## src/rtl/spi_cmd_pkg.sv

```systemverilog
package spi_cmd_pkg;
  localparam int DEF_WORD_W   = 16;
  localparam int DEF_CMD_W    = 4;
  localparam int DEF_CONF_W   = 8;
  localparam int DEF_SYNC_LEN = 2;
  localparam logic [DEF_CMD_W-1:0] DEF_CONF_CMD = 4'h1;
endpackage

```

## src/rtl/spi_cmd_sync.sv

```systemverilog
module spi_cmd_sync #(
  parameter int W = 3,
  parameter int STAGES = 2,
  parameter logic [W-1:0] RST_VAL = '0
) (
  input  logic         clk,
  input  logic         rst_n,
  input  logic [W-1:0] din,
  output logic [W-1:0] dout
);
  logic [W-1:0] stg [STAGES];

  always_ff @(posedge clk or negedge rst_n) begin
    if (!rst_n) stg[0] <= RST_VAL;
    else        stg[0] <= din;
  end

  for (genvar g = 1; g < STAGES; g++) begin : g_stage
    always_ff @(posedge clk or negedge rst_n) begin
      if (!rst_n) stg[g] <= RST_VAL;
      else        stg[g] <= stg[g-1];
    end
  end

  assign dout = stg[STAGES-1];
endmodule

```

## src/rtl/spi_cmd_frame.sv

```systemverilog
module spi_cmd_frame #(
  parameter int WORD_W = 16,
  localparam int CNT_W = $clog2(WORD_W + 1)
) (
  input  logic              clk,
  input  logic              rst_n,
  input  logic              sck_s,
  input  logic              mosi_s,
  input  logic              cs_n_s,
  output logic              sample_edge,
  output logic              word_done,
  output logic [WORD_W-1:0] word_val,
  output logic [CNT_W-1:0]  bit_cnt
);
  localparam logic [CNT_W-1:0] LAST_BIT = CNT_W'(WORD_W - 1);
  localparam logic [CNT_W-1:0] FULL     = CNT_W'(WORD_W);

  logic              sck_d;
  logic [WORD_W-2:0] shreg;

  // rising edge of the synchronized clock counts only inside a frame
  assign sample_edge = sck_s & ~sck_d & ~cs_n_s;
  assign word_done   = sample_edge && (bit_cnt == LAST_BIT);
  assign word_val    = {shreg, mosi_s};

  always_ff @(posedge clk or negedge rst_n) begin
    if (!rst_n) begin
      sck_d   <= 1'b0;
      shreg   <= '0;
      bit_cnt <= '0;
    end else begin
      sck_d <= sck_s;
      if (cs_n_s) begin
        bit_cnt <= '0;
      end else if (sample_edge && (bit_cnt < FULL)) begin
        shreg   <= word_val[WORD_W-2:0];
        bit_cnt <= bit_cnt + 1'b1;
      end
    end
  end
endmodule

```

## src/rtl/spi_cmd_decode.sv

```systemverilog
module spi_cmd_decode #(
  parameter int WORD_W = 16,
  parameter int CMD_W  = 4,
  parameter int CONF_W = 8,
  parameter logic [CMD_W-1:0] CONF_CMD = 4'h1,
  localparam int DATA_W = WORD_W - CMD_W
) (
  input  logic              clk,
  input  logic              rst_n,
  input  logic              word_done,
  input  logic [WORD_W-1:0] word_val,
  output logic              word_strobe,
  output logic [CMD_W-1:0]  cmd,
  output logic [DATA_W-1:0] data,
  output logic [CONF_W-1:0] conf
);
  function automatic logic [CMD_W-1:0] code_of(input logic [WORD_W-1:0] w);
    return w[WORD_W-1 -: CMD_W];
  endfunction

  function automatic logic [DATA_W-1:0] value_of(input logic [WORD_W-1:0] w);
    return w[DATA_W-1:0];
  endfunction

  function automatic logic [CONF_W-1:0] conf_of(input logic [DATA_W-1:0] v);
    return v[CONF_W-1:0];
  endfunction

  logic conf_hit;
  assign conf_hit = word_done && (code_of(word_val) == CONF_CMD);

  always_ff @(posedge clk or negedge rst_n) begin
    if (!rst_n) begin
      word_strobe <= 1'b0;
      cmd         <= '0;
      data        <= '0;
      conf        <= '0;
    end else begin
      word_strobe <= word_done;
      if (word_done) begin
        cmd  <= code_of(word_val);
        data <= value_of(word_val);
      end
      if (conf_hit) conf <= conf_of(value_of(word_val));
    end
  end
endmodule

```

## src/rtl/spi_cmd_rx.sv

```systemverilog
module spi_cmd_rx
  import spi_cmd_pkg::*;
#(
  parameter int WORD_W   = DEF_WORD_W,
  parameter int CMD_W    = DEF_CMD_W,
  parameter int CONF_W   = DEF_CONF_W,
  parameter int SYNC_LEN = DEF_SYNC_LEN,
  parameter logic [CMD_W-1:0] CONF_CMD = DEF_CONF_CMD,
  localparam int DATA_W = WORD_W - CMD_W,
  localparam int CNT_W  = $clog2(WORD_W + 1)
) (
  input  logic              clk,
  input  logic              rst_n,
  input  logic              sck,
  input  logic              mosi,
  input  logic              cs_n,
  output logic              word_strobe,
  output logic [CMD_W-1:0]  cmd,
  output logic [DATA_W-1:0] data,
  output logic [CONF_W-1:0] conf
);
  logic              sck_s, mosi_s, cs_n_s;
  logic              sample_edge;
  logic              word_done;
  logic [WORD_W-1:0] word_val;
  logic [CNT_W-1:0]  bit_cnt;

  spi_cmd_sync #(
    .W(3), .STAGES(SYNC_LEN), .RST_VAL(3'b001)
  ) u_sync (
    .clk  (clk),
    .rst_n(rst_n),
    .din  ({sck, mosi, cs_n}),
    .dout ({sck_s, mosi_s, cs_n_s})
  );

  spi_cmd_frame #(.WORD_W(WORD_W)) u_frame (
    .clk        (clk),
    .rst_n      (rst_n),
    .sck_s      (sck_s),
    .mosi_s     (mosi_s),
    .cs_n_s     (cs_n_s),
    .sample_edge(sample_edge),
    .word_done  (word_done),
    .word_val   (word_val),
    .bit_cnt    (bit_cnt)
  );

  spi_cmd_decode #(
    .WORD_W(WORD_W), .CMD_W(CMD_W), .CONF_W(CONF_W), .CONF_CMD(CONF_CMD)
  ) u_decode (
    .clk        (clk),
    .rst_n      (rst_n),
    .word_done  (word_done),
    .word_val   (word_val),
    .word_strobe(word_strobe),
    .cmd        (cmd),
    .data       (data),
    .conf       (conf)
  );
endmodule

```

## config.mk

```make
export PLATFORM = sky130hd
export DESIGN_NAME = spi_cmd_rx
export DESIGN_NICKNAME = d
export VERILOG_FILES = /design/src/rtl/spi_cmd_pkg.sv /design/src/rtl/spi_cmd_sync.sv /design/src/rtl/spi_cmd_frame.sv /design/src/rtl/spi_cmd_decode.sv /design/src/rtl/spi_cmd_rx.sv
export SDC_FILE = /design/constraint.sdc
export NUM_CORES = 1
export LEC_CHECK = 0
export ABC_CLOCK_PERIOD_IN_PS = 5100
export BUFFER_PORTS_ARGS = -buffer_cell sky130_fd_sc_hd__buf_2
export CAP_MARGIN = 20
export CORE_AREA = 3 3 69 71
export DETAILED_ROUTE_END_ITERATION = 6
export DIE_AREA = 0 0 72 74
export PLACE_DENSITY = 0.72
export SYNTH_ARGS = -nofsm -noshare
export SYNTH_HDL_FRONTEND = slang
export SYNTH_SLANG_ARGS = --single-unit
export TNS_END_PERCENT = 100
```

## constraint.sdc

```tcl
create_clock -name clk -period 5.1 [get_ports clk]
set_clock_uncertainty 0.05 [all_clocks]
set_input_delay 1.02 -clock clk [delete_from_list [all_inputs] [get_ports clk]]
set_output_delay 1.02 -clock clk [all_outputs]
set_load 0.02 [all_outputs]
```

Word level (Yosys, flattened, before mapping)
Cells that the tools add are included.

word-level totals
  register bits = 52
  RAM bits = 0
  word-level logic and storage cells = 24
  output and inout bits = 25
  bits in latches = 0
  memories = 0
  input bits = 5
  bits in read-only memories = 0

cells by class
  bitwise gates (word level) = 4
  $lt $le $gt $ge = 1
  equal/unequal tests = 2
  add/subtract/negate cells = 1
  multiply operators = 0
  reductions and logical operators = 5
  shift-type cells = 0
  multiplexer cells = 2
  divide/modulo/power cells = 0

operator list
  operator                                              number
  two-way mux 5 bit                                     2
  adder 5 x 1 -> 5 bit (second input constant)          1
  equality test 5 x 4 -> 1 bit (second input constant)  1
  less-than comparator 5 bit (second input constant)    1
  equality test 4 x 1 -> 1 bit (second input constant)  1
  logical AND 1 bit                                     3
  AND 1 bit                                             2
  inverter 1 bit                                        2
  AND reduction 2 bit                                   1
  nonzero test 2 bit                                    1

Logic depth before layout (Yosys ltp)
Gate-level depths: netlist (run 1).

  depth in word-level cells = 6
  gate-level depth with buffers = 7
  mapped depth without buffers = 6

Hierarchy
A second synthesis (run 1) with hierarchy kept.

second synthesis, totals
  cells, all modules = 124
  area total of the unflattened synthesis = 2037.0 um^2

modules (own cells, without submodules)
  module          cells an instance  area each (um^2)  instances
  spi_cmd_decode  54                 942.2             1
  spi_cmd_frame   61                 919.6             1
  spi_cmd_sync    9                  175.2             1

Worst setup path after synthesis (run 1)
Ideal clock, no wire load.

  kind = register to register
  start point = reg u_frame.bit_cnt[0]
  end point = reg u_decode.data[10]
  path slack = 3281 ps
  data required time = 4925 ps
  cell stages (with the launch flop) = 8
  setup time = 125 ps
  data arrival time = 1644 ps
  cell sequence = dfrtp_1 > ha_1 > and3_1 > ha_1 > and4bb_1 > buf_6 > buf_6 > mux2_4

on the way
  word-level cells in the longest chain between the ends = 2

RTL lines
  what                          RTL line              RTL
  start: declaration            spi_cmd_frame.sv:13   output logic [CNT_W-1:0] bit_cnt
  start signal: assignment      spi_cmd_frame.sv:37   bit_cnt <= bit_cnt + 1'b1;
  equality test 5 x 4 -> 1 bit  spi_cmd_frame.sv:23   assign word_done = sample_edge && (bit_cnt == LAST_BIT);
  logical AND 1 bit             spi_cmd_frame.sv:23
  via u_decode.word_done        spi_cmd_decode.sv:10  input logic word_done,
  end signal: assignment        spi_cmd_decode.sv:42  data <= value_of(word_val);
  end: declaration              spi_cmd_decode.sv:14  output logic [DATA_W-1:0] data,

The timed path passes the listed nets, and every way through them passes these cells.
A chain may end at the register's enable or synchronous reset.

Worst setup path after layout (run 1)
  start point = reg u_frame.bit_cnt[0]
  end point = reg u_decode.conf[1]

on the way
  word-level cells in the longest chain between the ends = 3

RTL lines
  what                          RTL line              RTL
  equality test 5 x 4 -> 1 bit  spi_cmd_frame.sv:23
  logical AND 1 bit             spi_cmd_frame.sv:23
  logical AND 1 bit             spi_cmd_decode.sv:30  assign conf_hit = word_done && (code_of(word_val) == CONF_CMD);
  end signal: assignment        spi_cmd_decode.sv:44  if (conf_hit) conf <= conf_of(value_of(word_val));
  end: declaration              spi_cmd_decode.sv:15  output logic [CONF_W-1:0] conf

Every way passes these cells.

==> results of run 1 <==
## worst max-delay path, stage by stage (launching register included)
cell and delay, ps:
dfrtp_1 390, ha_1 170, and3_1 150, ha_1 130
and4bb_1 890, nand2_4 200, mux2_1 370
## how the worst max path moves through the flow
| stage | startpoint | endpoint | slack [ps] | cells after the start |
|---|---|---|---|---|
| after CTS | u_frame.bit_cnt[0] | u_decode.conf[1] | 2590 | 6 |
| final | u_frame.bit_cnt[0] | u_decode.conf[1] | 2630 | 6 |
| after global placement | u_frame.bit_cnt[0] | u_decode.conf[1] | 2680 | 6 |
| after global routing | u_frame.bit_cnt[0] | u_decode.conf[1] | 2490 | 6 |
| after floorplan | u_frame.bit_cnt[0] | u_decode.data[10] | 3280 | 7 |
| after detailed placement | u_frame.bit_cnt[0] | u_decode.conf[1] | 2600 | 6 |
## placed cells by master, fill, tap and decap left out
master	n
dfrtp_1	50
buf_2	29
mux2_2	20
mux2_4	19
clkbuf_8	5
nor2_1	4
and2b_1	2
xnor2_1	2
ha_1	2
clkinv_2	2
dfstp_2	2
and3_1	1
inv_1	1
and4bb_1	1
nor4b_2	1
nand2_4	1
mux2_1	1
nor3b_4	1
or3b_2	1
a21oi_1	1
nand4_1	1
and4bb_2	1
mux2i_1	1
clkinv_4	1
buf_12	1
## flip-flops by register name, summed over array words and instances, names as in the netlist
signal / cells
u_frame.shreg: 15
u_decode.conf: 8
u_sync.dout: 3
u_decode.data: 12
u_sync.stg: 3
u_frame.sck_d: 1
u_decode.cmd: 4
u_decode.word_strobe: 1
u_frame.bit_cnt: 5
## cell type report
cell class              instances  area share
repair buffers                 30     0.07101
clock inverters                 3    0.008069
multi-input cells              60      0.3012
clock buffers                   5     0.02959
flip-flops and latches         52      0.5605
well taps                      52     0.02797
inverters                       1    0.001614
## cells by family (layout without fill, tap and decap cells)
| group | count (synthesis) | after routing | synth area share |
|---|---|---|---|
| AO/OA/AOI/OAI | 1 | 1 | 0.002425 |
| multiplexers | 41 | 41 | 0.2579 |
| adder cells (fa/ha/maj) | 2 | 2 | 0.01213 |
| flip-flops | 52 | 52 | 0.6323 |
| buffers and inverters | 5 | 39 | 0.02791 |
| XOR/XNOR | 2 | 2 | 0.008497 |
| AND/OR/NAND/NOR | 14 | 14 | 0.05886 |
## power by group through the flow
stage	clock network [mW]	registers [mW]	logic [mW]
finish	0.227	0.481	0.0621
CTS	0.236	0.481	0.0621
detailed placement	0	0.490	0.0616
floorplan	0	0.477	0.0495
global route	0.252	0.487	0.0676
global placement	0	0.486	0.0588
## Yosys cell counts
library cell and number:
and4bb_1 1, and3_1 1, inv_1 1, xnor2_1 2
and4bb_2 1, nand4_1 1, nand2_4 1, mux2_2 20
mux2i_1 1, nor2_1 4, buf_6 3, mux2_4 19
buf_12 1, a21oi_1 1, dfrtp_1 50, or3b_2 1
dfstp_2 2, and2b_1 2, nor4b_2 1, nor3b_4 1
mux2_1 1, ha_1 2
## routing by layer
| layer | up-vias | part of all wire | wire (um) | GRT usage |
|---|---|---|---|---|
| li1 | 470 | - | - | - |
| met1 | 528 | 0.44 | 1419 | 0.1797 |
| met2 | 22 | 0.48 | 1557 | 0.2010 |
| met3 | 6 | 0.050 | 160 | 0.04865 |
| met4 | 0 | 0.023 | 73 | 0.06263 |
| met5 | - | 0 | 0 | 0 |
## per-stage QoR
stage               cells  area [sq um]  setup WS (ps)
global placement      194          2218           2675
detailed placement    194          2218           2603
floorplan             117          2062           3281
CTS                   202          2306           2588
global route          203          2326           2486
finish                203          2326           2628
==> reports/qor.csv, run 1 <==
metric,value,unit
clock power share,0.295,
endpoints failing setup,0,
Seq. cell area,0.001304,sq mm
H-tree depth,2,
final wirelength,3211,um
"FF+latch count, synth",52,
DRC Markers,0,
total net switching power,0.1855,mW
leading area contributor after synthesis,dfrtp_1,
Mapped Cells,117,
CTS sink count,52,
Max-Slew Margin vs Limit,0.3118,
die width,72,um
mean post-synth cell area,17.62,sq um
fill count,366,
HP Class,reg -> reg,
R2R Path End,u_decode.conf[1],
post-synth top area share,0.6068,
layout cell share with drive strength beyond 1,0.5563,
first-pass GRT wire length,5368,um
Worst EP required,5250,ps
Post-CTS Resized,0,
FP Rows,24,
Port-buffer cells,29,
drt first pass iters,4,
type of destination of the critical path,register,
initial antenna violation count,0,
# diodes,0,
GRT Util Overall,0.1355,
leakage power of the design,1.233,nW
CTS root buffer,clkbuf_8,
hold endpoint,u_sync.dout[2],
"Cell Area, Synth",0.002062,sq mm
hold path startpoint,u_sync.stg[5],
Max IR drop VDD,139.0,uV
Placer Congestion,0.7875,
Max Fanout on Critical Path,18,
WS Path Type,reg -> reg,
dpl hpwl,2197,um
largest cells by area after synthesis,"dfrtp_1, mux2_4, mux2_2",
Pint,0.5846,mW
synth warn,0,
total power,0.7702,mW
power per cell area,331.1,mW/mm^2
DR vias/cell,5.054,
status,finished clean,
Iter 0 DRT Violations,58,
Die H,74,um
clk buf depth,2,
Area Growth Syn to Fin,12.80,%
vias in the first global route,1099,
clock-pin slew on the worst setup and hold paths,90,ps
pin count of the biggest net entering global routing,53,
post-synthesis sequential area ratio,0.6323,
core footprint,0.004294,sq mm
worst reg2reg path depth,6,
CTS Buf Count,5,
Hold Buf Count CTS,0,
Fin Setup TNS,0,ps
WL/cell,15.82,um
RSZ-0062 raised after global routing,no,
Slew Limit Fails,0,
Seq pwr share,0.625,
Tightest Pin Transition,1032,ps
Switching Share,0.2409,
Max-cap violations,0,
CP arrival,2620,ps
Multi-input gate area,700.7,sq um
FMAX,0.4045,GHz
die area,0.005328,sq mm
fin util,0.5417,
Tmin final,2472,ps
"Period Utilization, post-route",0.4847,
Worst-Skew Late Latency,310,ps
Logic pwr share,0.081,
CTS tree,built,
crit path launch type,register,
fin nets,157,
I/O Pins,30,
worst r2r src,u_frame.bit_cnt[0],
Syn Nets,124,
Post-CTS Setup Inserts,0,
Fin. Hold Viols,0,
Initial Utilization,0.4802,
flop-to-flop setup slack,2630,ps
hold_ws,305.6,ps
ANT nets after route,0,
via count,1026,
synth unique cells,22,
worst hold stages,0,
grt total ovfl,0,
Power figures use the tool's default switching activity.
==> run 2: changes to the inputs <==
--- a/config.mk
+++ b/config.mk
@@ -5,13 +5,13 @@
 export SDC_FILE = /design/constraint.sdc
 export NUM_CORES = 1
 export LEC_CHECK = 0
-export ABC_CLOCK_PERIOD_IN_PS = 5100
+export ABC_CLOCK_PERIOD_IN_PS = 2100
 export BUFFER_PORTS_ARGS = -buffer_cell sky130_fd_sc_hd__buf_2
 export CAP_MARGIN = 20
 export CORE_AREA = 3 3 69 71
 export DETAILED_ROUTE_END_ITERATION = 6
 export DIE_AREA = 0 0 72 74
-export PLACE_DENSITY = 0.72
+export PLACE_DENSITY = 0.75
 export SYNTH_ARGS = -nofsm -noshare
 export SYNTH_HDL_FRONTEND = slang
 export SYNTH_SLANG_ARGS = --single-unit
==> constraint.sdc (replaced) <==
create_clock -name clk -period 2.1 [get_ports clk]
set_clock_uncertainty 0.05 [all_clocks]
set_input_delay 0.42 -clock clk [delete_from_list [all_inputs] [get_ports clk]]
set_output_delay 0.42 -clock clk [all_outputs]
set_load 0.02 [all_outputs]
==> reports/qor.csv, run 2 (same netlist as run 1, synthesis figures left out) <==
metric,value,unit,change
final wirelength,3344,um,+4.1%
Fin. Hold Viols,0,,unchanged
fin util,0.5513,,+0.009615
Max Fanout on Critical Path,8,,-10
Hold Buf Count CTS,0,,unchanged
number of flip-flops in the largest register,15,,unchanged
Tmin final,1930,ps,-541.7 ps
CTS sink count,52,,unchanged
DRC Markers,0,,unchanged
Iter 0 DRT Violations,46,,-21%
layout cell share with drive strength beyond 1,0.5519,,-0.004343
die width,72,um,unchanged
ANT nets after route,0,,unchanged
crit path launch type,register,,
Placer Congestion,0.8075,,+2.5%
core footprint,0.004294,sq mm,unchanged
clk buf depth,2,,unchanged
via count,1036,,+0.97%
GRT Util Overall,0.1430,,+0.007495
Port-buffer cells,29,,unchanged
CP arrival,2070,ps,-550 ps
Fin Setup TNS,0,ps,unchanged
pin count of the biggest net entering global routing,53,,unchanged
grt total ovfl,0,,unchanged
setup ws final,169.7,ps,-2458 ps
type of destination of the critical path,register,,
Post-CTS Setup Inserts,0,,unchanged
CTS tree,built,,
power per cell area,835.8,mW/mm^2,+150%
CTS Buf Count,5,,unchanged
"commonest non-fill, non-tap cell in the layout",dfrtp_1,,
RSZ-0062 raised after global routing,no,,
total power,1.978,mW,+160%
most frequent cells in the layout,"dfrtp_1, buf_2, mux2_2, mux2_4, clkbuf_8",,
I/O Pins,30,,unchanged
"Period Utilization, post-route",0.9192,,+0.4345
Initial Utilization,0.4802,,unchanged
initial antenna violation count,0,,unchanged
WS Path Type,reg -> reg,,
drt first pass iters,3,,-1
Regs by FF count,"u_frame.shreg x15, u_decode.data x12, u_decode.conf x8",,
Slew Limit Fails,0,,unchanged
Max-Slew Margin vs Limit,0.7796,,+0.4677
WL/cell,16.23,um,+2.6%
status,finished clean,,
Setup WS pre-CTS,172.5,ps,-2431 ps
vias in the first global route,1119,,+1.8%
"Most flops, register",u_frame.shreg,,
Worst EP required,2240,ps,-3010 ps
DR vias/cell,5.029,,-0.50%
DP Cell Count,198,,+2.1%
endpoints failing setup,0,,unchanged
Max IR drop VDD,389.0,uV,+180%
Area Growth Syn to Fin,14.81,%,
Max-cap violations,0,,unchanged
Die H,74,um,unchanged
die area,0.005328,sq mm,unchanged
CTS root buffer,clkbuf_8,,
Post-CTS Resized,0,,unchanged
Layout Cells excl Fill,206,,+1.5%
Worst-Skew Late Latency,300,ps,about the same
leakage power of the design,1.253,nW,+1.7%
first-pass GRT wire length,5678,um,+5.8%
Tightest Pin Transition,329.8,ps,-702.5 ps
worst reg2reg path depth,6,,unchanged
FMAX,0.5180,GHz,+28%
HP Class,in -> async,,
clock-pin slew on the worst setup and hold paths,90,ps,about the same
FP Rows,24,,unchanged
fin nets,160,,+1.9%
# diodes,0,,unchanged
H-tree depth,2,,unchanged
dpl hpwl,2377,um,+8.2%
run 2: cell count changes in the layout (fill, tap and decap cells not counted):
cell	change
clkinv_4	-1
bufinv_16	+1
clkbuf_1	+2
clkinv_2	-2
buf_4	+3
run 2: layout make-up:
class | instances | area, sq um
clock inverter | 1 | 30.03
tap | 52 | 65.06
multi-input combinational | 60 | 700.7
sequential | 52 | 1304
timing repair buffer | 33 | 187.7
fill | 355 | 1927
inverter | 1 | 3.754
clock buffer | 7 | 76.32
run 2: worst paths after layout:
check / startpoint / end / slack, ps
max: u_frame.bit_cnt[0] / u_decode.cmd[1] / 170
min: rst_n / u_frame.shreg[12] / 40
max reg2reg: u_frame.bit_cnt[0] / u_decode.cmd[1] / 170
min reg2reg: u_sync.stg[5] / u_sync.dout[2] / 310
max in group asynchronous: rst_n / u_sync.dout[0] / 1660
min in group clk: cs_n / u_sync.stg[3] / 170
run 2: through the flow:
stage	hold WS, ps	instance area [sq um]
floorplan	74.41	2062
global placement	287.5	2261
detailed placement	287.9	2261
CTS	54.42	2367
global route	56.92	2367
finish	42.90	2367
run 2: routing by layer:
layer  track usage  wire length, um
met5             0                0
met4       0.05010               55
met3       0.04595              131
met2        0.2286             1668
met1        0.1856             1490
run 2: critical path, cell delays in order (launching register included):
cell      delay, ps
dfrtp_1         390
ha_1            160
and3_1          150
ha_1            130
and4bb_1        360
buf_4           240
mux2_2          350
run 2: power breakdown:
part	switching, mW	internal [mW]
Combinational	0.0481	0.104
Sequential	0.0840	1.08
Clock	0.302	0.357
